===== src/rtl/vic_pkg.sv =====
package vic_pkg;
  localparam int NSRC = 18;
  localparam int IDXW = $clog2(NSRC);
  localparam int VECW = 8;

  localparam logic [NSRC-1:0] SELFCLR_DEF = 18'h01E0F;
  localparam logic [NSRC-1:0] PSTAGE_DEF  = 18'h1BE40;
  localparam logic [NSRC-1:0] LEVEL_DEF   = 18'h0A040;

  typedef enum logic [2:0] {
    RA_FLAG_SET = 3'd0,
    RA_FLAG_CLR = 3'd1,
    RA_ENABLE   = 3'd2,
    RA_GLOBAL   = 3'd3,
    RA_PMASK    = 3'd4,
    RA_PFLAG    = 3'd5
  } reg_addr_e;

  function automatic logic [VECW-1:0] vec_of(input logic [IDXW-1:0] idx);
    return VECW'((int'(idx) << 3) + 3);
  endfunction
endpackage


===== src/rtl/vic_src_cell.sv =====
module vic_src_cell #(
  parameter bit HAS_P  = 1'b0,
  parameter bit IS_LVL = 1'b0
) (
  input  logic clk,
  input  logic rst_n,
  input  logic evt,
  input  logic pmask,
  input  logic pclr,
  input  logic sw_set,
  input  logic sw_clr,
  input  logic ack_clr,
  output logic flag,
  output logic pflag,
  output logic hw_set
);
  logic prev_q;
  logic cond;
  logic pflag_d;

  assign pflag_d = HAS_P ? (evt | (pflag & ~pclr)) : 1'b0;
  assign cond    = HAS_P ? (pflag & pmask) : evt;
  assign hw_set  = IS_LVL ? cond : (cond & ~prev_q);

  always_ff @(posedge clk or negedge rst_n) begin
    if (!rst_n) begin
      flag   <= 1'b0;
      pflag  <= 1'b0;
      prev_q <= 1'b0;
    end else begin
      flag   <= hw_set | sw_set | (flag & ~sw_clr & ~ack_clr);
      pflag  <= pflag_d;
      prev_q <= cond;
    end
  end

  // hardware set is never lost to a clear in the same cycle
  p_hw_wins_r8: assert property (@(posedge clk) disable iff (!rst_n)
    hw_set |=> flag);

  // a set flag only falls through an explicit clear
  p_sticky_r5: assert property (@(posedge clk) disable iff (!rst_n)
    flag && !sw_clr && !ack_clr |=> flag);

  generate
    if (HAS_P) begin : g_pchk
      // hardware raise needs peripheral flag and mask together
      p_pgate_r6: assert property (@(posedge clk) disable iff (!rst_n)
        $rose(flag) && !$past(sw_set) |-> $past(pflag && pmask));
    end
  endgenerate
endmodule


===== src/rtl/vic_regs.sv =====
module vic_regs
  import vic_pkg::*;
#(
  parameter int N = NSRC,
  parameter logic [N-1:0] PSTAGE = N'(PSTAGE_DEF)
) (
  input  logic         clk,
  input  logic         rst_n,
  input  logic         reg_wr,
  input  logic [2:0]   reg_addr,
  input  logic [N-1:0] reg_wdata,
  input  logic [N-1:0] flags,
  input  logic [N-1:0] pflags,
  output logic [N-1:0] en,
  output logic         glob,
  output logic [N-1:0] pmask,
  output logic [N-1:0] sw_set,
  output logic [N-1:0] sw_clr,
  output logic [N-1:0] pclr,
  output logic [N-1:0] reg_rdata
);
  logic wr_en, wr_glob, wr_pmask;

  assign wr_en    = reg_wr && (reg_addr == RA_ENABLE);
  assign wr_glob  = reg_wr && (reg_addr == RA_GLOBAL);
  assign wr_pmask = reg_wr && (reg_addr == RA_PMASK);
  assign sw_set   = (reg_wr && reg_addr == RA_FLAG_SET) ? reg_wdata : '0;
  assign sw_clr   = (reg_wr && reg_addr == RA_FLAG_CLR) ? reg_wdata : '0;
  assign pclr     = (reg_wr && reg_addr == RA_PFLAG)    ? reg_wdata : '0;

  always_ff @(posedge clk or negedge rst_n) begin
    if (!rst_n) begin
      en    <= '0;
      glob  <= 1'b0;
      pmask <= '0;
    end else begin
      if (wr_en)    en    <= reg_wdata;
      if (wr_glob)  glob  <= reg_wdata[0];
      if (wr_pmask) pmask <= reg_wdata & PSTAGE;
    end
  end

  always_comb begin
    case (reg_addr)
      RA_FLAG_SET, RA_FLAG_CLR: reg_rdata = flags;
      RA_ENABLE:                reg_rdata = en;
      RA_GLOBAL:                reg_rdata = {{(N-1){1'b0}}, glob};
      RA_PMASK:                 reg_rdata = pmask;
      RA_PFLAG:                 reg_rdata = pflags;
      default:                  reg_rdata = '0;
    endcase
  end

  // peripheral mask only holds bits of sources with a peripheral stage
  p_pmask_impl_r10: assert property (@(posedge clk) disable iff (!rst_n)
    (pmask & ~PSTAGE) == '0);
endmodule


===== src/rtl/vic_prio.sv =====
module vic_prio
  import vic_pkg::*;
#(
  parameter int N = NSRC,
  localparam int IW = $clog2(N)
) (
  input  logic          clk,
  input  logic          rst_n,
  input  logic [N-1:0]  pend,
  input  logic [N-1:0]  en,
  input  logic          glob,
  output logic          any,
  output logic [IW-1:0] idx
);
  logic [N-1:0] live;

  assign live = glob ? (pend & en) : '0;

  always_comb begin
    any = 1'b0;
    idx = '0;
    for (int i = N - 1; i >= 0; i--) begin
      if (live[i]) begin
        any = 1'b1;
        idx = IW'(i);
      end
    end
  end

  // a winner always has global and own enable set
  p_gate_r3: assert property (@(posedge clk) disable iff (!rst_n)
    any |-> glob && en[idx] && pend[idx]);
endmodule


===== src/rtl/vic_top.sv =====
module vic_top
  import vic_pkg::*;
#(
  parameter int N = NSRC,
  parameter logic [N-1:0] SELFCLR = N'(SELFCLR_DEF),
  parameter logic [N-1:0] PSTAGE  = N'(PSTAGE_DEF),
  parameter logic [N-1:0] LEVEL   = N'(LEVEL_DEF),
  localparam int IW = $clog2(N)
) (
  input  logic          clk,
  input  logic          rst_n,
  input  logic [N-1:0]  src_evt,
  input  logic          reg_wr,
  input  logic [2:0]    reg_addr,
  input  logic [N-1:0]  reg_wdata,
  output logic [N-1:0]  reg_rdata,
  output logic          irq_req,
  output logic [IW-1:0] irq_idx,
  output logic [VECW-1:0] irq_vec,
  input  logic          irq_ack,
  input  logic          irq_ret
);
  logic [N-1:0] flags, pflags, hw_set, ack_clr;
  logic [N-1:0] en, pmask, sw_set, sw_clr, pclr;
  logic         glob, any, in_svc, ack_fire;
  logic [IW-1:0] win_idx;

  vic_regs #(.N(N), .PSTAGE(PSTAGE)) u_regs (
    .clk(clk), .rst_n(rst_n), .reg_wr(reg_wr), .reg_addr(reg_addr),
    .reg_wdata(reg_wdata), .flags(flags), .pflags(pflags), .en(en),
    .glob(glob), .pmask(pmask), .sw_set(sw_set), .sw_clr(sw_clr),
    .pclr(pclr), .reg_rdata(reg_rdata)
  );

  assign ack_fire = irq_ack && irq_req;

  generate
    for (genvar i = 0; i < N; i++) begin : g_src
      assign ack_clr[i] = ack_fire && (win_idx == IW'(i)) && SELFCLR[i];
      vic_src_cell #(.HAS_P(PSTAGE[i]), .IS_LVL(LEVEL[i])) u_cell (
        .clk(clk), .rst_n(rst_n), .evt(src_evt[i]), .pmask(pmask[i]),
        .pclr(pclr[i]), .sw_set(sw_set[i]), .sw_clr(sw_clr[i]),
        .ack_clr(ack_clr[i]), .flag(flags[i]), .pflag(pflags[i]),
        .hw_set(hw_set[i])
      );
    end
  endgenerate

  vic_prio #(.N(N)) u_prio (
    .clk(clk), .rst_n(rst_n), .pend(flags), .en(en), .glob(glob),
    .any(any), .idx(win_idx)
  );

  always_ff @(posedge clk or negedge rst_n) begin
    if (!rst_n)        in_svc <= 1'b0;
    else if (irq_ret)  in_svc <= 1'b0;
    else if (ack_fire) in_svc <= 1'b1;
  end

  assign irq_req = any && !in_svc;
  assign irq_idx = win_idx;
  assign irq_vec = vec_of(win_idx);

  // an accepted acknowledge silences the request next cycle
  p_quiet_after_ack_r9: assert property (@(posedge clk) disable iff (!rst_n)
    ack_fire && !irq_ret |=> !irq_req);

  // vector low bits and index range
  p_vec_shape_r1: assert property (@(posedge clk) disable iff (!rst_n)
    irq_req |-> (irq_vec[2:0] == 3'd3) && (int'(irq_idx) < N));

  // at most one flag is cleared by an acknowledge
  p_one_ack_clr_r4: assert property (@(posedge clk) disable iff (!rst_n)
    $onehot0(ack_clr));
endmodule


===== config.mk =====
export PLATFORM = sky130hd
export DESIGN_NAME = vic_top
export DESIGN_NICKNAME = d
export VERILOG_FILES = /design/src/rtl/vic_pkg.sv /design/src/rtl/vic_src_cell.sv /design/src/rtl/vic_regs.sv /design/src/rtl/vic_prio.sv /design/src/rtl/vic_top.sv
export SDC_FILE = /design/constraint.sdc
export NUM_CORES = 1
export LEC_CHECK = 0
export ABC_CLOCK_PERIOD_IN_PS = 4800
export BUFFER_PORTS_ARGS = -buffer_cell sky130_fd_sc_hd__buf_2
export CORE_ASPECT_RATIO = 0.75
export CORE_UTILIZATION = 58
export CTS_CLUSTER_DIAMETER = 30
export CTS_CLUSTER_SIZE = 8
export DETAILED_ROUTE_END_ITERATION = 12
export PLACE_DENSITY = 0.91
export SLEW_MARGIN = 20
export SYNTH_ARGS = -nofsm -noshare
export SYNTH_HDL_FRONTEND = slang
export SYNTH_HIERARCHICAL = 1
export SYNTH_SLANG_ARGS = --single-unit

===== constraint.sdc =====
create_clock -name clk -period 4.8 [get_ports clk]
set_clock_uncertainty 0.2 [all_clocks]
set_input_delay 0.96 -clock clk [delete_from_list [all_inputs] [get_ports clk]]
set_output_delay 0.96 -clock clk [all_outputs]
set_load 0.05 [all_outputs]

==> results of run 1 <==
-- sequential cells by signal (all words and copies together) (netlist names) --
name and cells:
g_src.u_cell/prev_q 15, u_regs/en 18, in_svc 1, u_regs/pmask 8, u_regs/glob 1, g_src.u_cell/flag 18, g_src.u_cell/pflag 8
-- final timing paths --
check	startpoint	endpoint	slack (ps)
worst min-delay path	g_src[6].u_cell/pflag	g_src[6].u_cell/pflag	300
worst max register to register	g_src[12].u_cell/flag	g_src[2].u_cell/flag	1880
worst min register to register	g_src[6].u_cell/pflag	g_src[6].u_cell/pflag	300
min in group asynchronous	rst_n	u_regs/en[8]	420
worst max-delay path	reg_addr[2]	reg_rdata[10]	950
max in group asynchronous	rst_n	g_src[2].u_cell/flag	3230
-- power by group --
part           switching, uW  internal, uW
combinational            424           254
sequential              97.9           680
clock                    205           208
-- per-layer routing --
metal / track usage / share of wire
met3: 0.0716 / 0.072
met1: 0.375 / 0.44
met4: 0.0739 / 0.015
met2: 0.447 / 0.47
met5: 0 / 0
-- cell type report --
| cell class | instances | area, um2 |
|---|---|---|
| Timing Repair Buffer | 74 | 378 |
| Tap cell | 98 | 123 |
| Fill cell | 538 | 2250 |
| Sequential cell | 69 | 1730 |
| Clock inverter | 2 | 10.0 |
| Clock buffer | 12 | 155 |
| Inverter | 10 | 37.5 |
| Multi-Input combinational cell | 284 | 2250 |
-- metrics by stage --
step	setup WS, ps	instance area, um2	instances	hold WS, ps	utilization
3_3_place_gp	1070	4510	535	286	0.651
3_5_place_dp	1000	4510	535	286	0.651
2_1_floorplan	1130	4280	401	266	-
6_report	951	4680	549	305	0.676
5_1_grt	910	4680	549	338	0.676
4_1_cts	999	4680	549	303	0.675
-- cells in the final DEF (no fill, tap or decap), drive strengths merged, types with 2 or more instances in the layout --
cell    instances
and4bb          8
clkbuf         12
nand3           2
nor4            5
nand2b          3
a21o            8
and3b           6
a221o          17
a21oi           3
conb           23
a32o            2
nor3            2
nand4           2
a21boi          2
dfrtp          69
mux2           36
a211o          18
and2           52
a41o            2
nand2          24
nor4bb         11
nor2b          13
nand4b          2
a22oi           3
inv            10
and4b           2
buf            74
nand3b          2
clkinv          2
nor2           22
==> flow_metrics.env, run 1 <==
export IMPL_numCtsBuffers=9
export IMPL_antennaDiodeCount=0
export IMPL_grt_pass1_wl_um=16200
export IMPL_vdd_drop_max_mv=0.337
export IMPL_crit_arrival_ps=2690
export IMPL_leakage_uw=0.00219
export IMPL_path_cells="buf_2 -> nor2b_1 -> a221o_1 -> buf_2"
export IMPL_final_nets=492
export IMPL_grtUsageTotal=0.278
export IMPL_path_delay_family="buffers and inverters"
export IMPL_ioPinCount=76
export IMPL_antenna_found_initial=0
export IMPL_ctsHoldBuffers=0
export IMPL_crit_buf_inv=2
export IMPL_initial_core_util=0.612
export IMPL_status="completed"
export IMPL_timing_slew_headroom=0.377
export IMPL_die_x_um=101
export IMPL_crit_top_cell="buf_2"
export IMPL_h_tree_depth=3
export IMPL_post_route_period_util=0.802
export IMPL_detail_route_iter0_violations=246
export IMPL_setup_violations=0
export IMPL_worst_slew_pin_slew_ps=931
export IMPL_slew_viol_final=0
export IMPL_worstSetupPathDepth=4
export IMPL_slowest_delay_ps=680
export IMPL_crit_fanout=30
export IMPL_port_buffers=72
export IMPL_drive_gt1_frac=0.333
export IMPL_ant_nets=0
export IMPL_period_minus_slack_ps=3850
export IMPL_gp_congestion=0.854
export IMPL_tns_ps=0
export IMPL_hold_viol=0
export IMPL_dr_total_vias=3173
export IMPL_power_uw=1870
export IMPL_cts_root_buf="clkbuf_8"
export IMPL_post_cts_setup_buffers=0
export IMPL_synth_cells=390
export IMPL_cts_tree="yes"
export IMPL_cts_resized=0
export IMPL_drt_total_wl_um=9860
export IMPL_clk_path_buf_depth=2
export IMPL_grt_pass1_vias=3186
export IMPL_drv_cap=0
export IMPL_critical_path_slowest_cell="nor2b_1"
export IMPL_crit_path_end_kind="output port"
export IMPL_dieArea_um2=7660
export IMPL_cp_required_ps=3640
export IMPL_die_h_um=76.0
export IMPL_coreArea_um2=6930
export IMPL_drc_errors=0
export IMPL_clk_latency_ps=350
export IMPL_yosys_warnings=6
export IMPL_fmax_mhz=260
export IMPL_min_path_type="reg -> reg"
export IMPL_rows=26
export IMPL_grt_start_max_net_pins=48
export IMPL_ff2ff_path_depth=9
export IMPL_area_growth_pct=10.4
export IMPL_path_clk_slew_ps=70
export IMPL_crit_type="in -> out"
export IMPL_grt_ovfl_total=0
export IMPL_p_per_area_nw_per_um2=399
export IMPL_netlist_area_um2=4240
export IMPL_synth_area_per_cell_um2=10.9
export IMPL_dp_final_hpwl_um=6950
export IMPL_drt_first_pass_iters=7
export IMPL_cp_start_kind="input pin"
export IMPL_worstHoldPathCells=1
export IMPL_cts_sinks=69
export IMPL_rsz0062_at_grt="false"
export IMPL_vias_per_cell=5.78
export IMPL_wl_per_cell_um=18.0
(Power assumes the default switching activity.)
==> run 2, diff against run 1 <==
- ABC_CLOCK_PERIOD_IN_PS: 4800 -> 3200
- CORE_UTILIZATION: 58 -> 51
- PLACE_DENSITY: 0.91 -> 0.86
- clock period: 4.8 -> 3.2 ns (I/O delays scaled with it)
==> flow_metrics.env, run 2 (synthesis gave the netlist of run 1 again) <==
export IMPL_grtUsageTotal=0.253
export IMPL_hold_ws_ps=160
export IMPL_grt_pass1_vias=3291
export IMPL_die_x_um=107
export IMPL_fmax_mhz=328
export IMPL_clk_latency_ps=360
export IMPL_ant_nets=0
export IMPL_grt_ovfl_total=0
export IMPL_crit_top_cell="buf_2"
export IMPL_area_growth_pct=13.8
export IMPL_die_h_um=81.0
export IMPL_dr_total_vias=3221
export IMPL_clk_path_buf_depth=2
export IMPL_antennaDiodeCount=0
export IMPL_crit_type="in -> out"
export IMPL_p_per_area_nw_per_um2=608
export IMPL_grt_start_max_net_pins=35
export IMPL_cp_start_kind="input pin"
export IMPL_path_clk_slew_ps=80
export IMPL_vdd_drop_max_mv=0.710
export IMPL_antenna_found_initial=0
export IMPL_dieArea_um2=8680
export IMPL_final_common_cell="buf_2"
export IMPL_fill_cells=658
export IMPL_final_nets=504
export IMPL_min_path_type="in -> async"
export IMPL_layout_common_cells="72 x buf_2, 69 x dfrtp_1, 44 x and2_1"
export IMPL_top_layer_used="met4"
export IMPL_p_sw_uw=1140
export IMPL_tns_ps=0
export IMPL_setup_violations=0
export IMPL_met2_length_um=4770
export IMPL_drive_gt1_frac=0.357
export IMPL_setup_slack_ps=150
export IMPL_power_uw=2930
export IMPL_slowest_delay_ps=740
export IMPL_timing_slew_headroom=0.409
export IMPL_hold_viol=0
export IMPL_crit_path_end_kind="output port"
export IMPL_drc_errors=0
export IMPL_crit_buf_inv=2
export IMPL_critical_path_slowest_cell="nor2_2"
export IMPL_port_buffers=72
export IMPL_worst_slew_pin_slew_ps=885
export IMPL_status="completed"
export IMPL_path_delay_family="simple AND/OR/NAND/NOR gates"
export IMPL_ioPinCount=76
export IMPL_coreArea_um2=7990
export IMPL_crit_arrival_ps=2210
export IMPL_post_route_period_util=0.953
export IMPL_leakage_uw=0.00226
export IMPL_rows=28
export IMPL_rsz0062_at_grt="false"
export IMPL_dp_final_hpwl_um=7450
export IMPL_share_comb_of_total_power=0.355
export IMPL_detail_route_iter0_violations=269
export IMPL_slew_viol_final=0
export IMPL_gp_congestion=0.792
export IMPL_drv_cap=0
export IMPL_p_clk_frac=0.247
export IMPL_p_sw_frac=0.387
export IMPL_crit_fanout=20
export IMPL_initial_core_util=0.531
export IMPL_numCtsBuffers=9
export IMPL_path_cells="buf_2 -> nor2_2 -> a221o_1 -> buf_2"
export IMPL_pre_cts_slack_ps=192
export IMPL_ctsHoldBuffers=0
export IMPL_cts_tree="yes"
export IMPL_vias_per_cell=5.65
export IMPL_period_minus_slack_ps=3050
export IMPL_cts_root_buf="clkbuf_8"
export IMPL_seqPwrFrac=0.397
export IMPL_drt_first_pass_iters=5
export IMPL_cp_required_ps=2360
export IMPL_wl_per_cell_um=17.8
export IMPL_cts_sinks=69
export IMPL_wl_met3_um=690
export IMPL_drt_met1_wl_um=4510
export IMPL_grt_pass1_wl_um=16400
export IMPL_h_tree_depth=3
export IMPL_p_int_uw=1800
export IMPL_drt_total_wl_um=10100
export IMPL_top_regs="g_src.u_cell/flag: 18 flops, u_regs/en: 18 flops, g_src.u_cell/prev_q: 15 flops"
run 2: worst register-to-register path, cell delays in order, from the launching register on:
cell,delay [ps]
dfrtp_1,390
nand2_2,100
a32o_1,270
a222oi_1,360
o32ai_1,200
o21a_1,230
or4_1,520
nor2_1,100
nor2_1,60
a211o_1,290
run 2: final timing paths:
kind,from,endpoint,slack [ps],cells after the start
max,reg_addr[2],reg_rdata[10],150,4
min,rst_n,u_regs/en[13],160,1
max reg2reg,g_src[6].u_cell/flag,g_src[0].u_cell/flag,350,9
min reg2reg,g_src[6].u_cell/pflag,g_src[6].u_cell/pflag,320,1
max in group asynchronous,rst_n,g_src[11].u_cell/flag,1950,2
min in group clk,src_evt[1],g_src[1].u_cell/prev_q,200,1
run 2: routing by layer:
layer | global-route usage | up-vias
met1 | 0.318 | 1567
met2 | 0.427 | 137
li1 | - | 1503
met3 | 0.0682 | 14
met4 | 0.0822 | 0
met5 | 0 | -
run 2: repair_timing:
action | in CTS | in global routing
setup buffers | 0 | 1
setup endpoints to repair | 2 | 2
hold endpoints to repair | 0 | 0
pin swaps | 0 | 1
gates resized for setup | 1 | 0
run 2: layout make-up:
| type | count | area (um2) | share of cell area |
|---|---|---|---|
| inverters | 10 | 37.5 | 0.00778 |
| flip-flops and latches | 69 | 1730 | 0.358 |
| clock buffers | 11 | 141 | 0.0293 |
| repair buffers | 86 | 465 | 0.0965 |
| clock inverters | 5 | 60.1 | 0.0125 |
| well taps | 105 | 131 | 0.0272 |
| multi-input cells | 284 | 2260 | 0.469 |
run 2: metrics by stage:
stage,std cells,cell area (um2),util
after floorplan,401,4290,-
after global placement,553,4610,0.577
after detailed placement,553,4610,0.577
after CTS,569,4820,0.603
after global routing,570,4820,0.604
final,570,4820,0.604
run 2: power by group through the flow:
stage,registers (uW),clock network [uW],logic [uW]
after floorplan,1130,0,843
after global placement,1170,0,987
after detailed placement,1180,0,1020
after CTS,1160,746,1030
after global routing,1180,783,1110
final,1170,725,1040
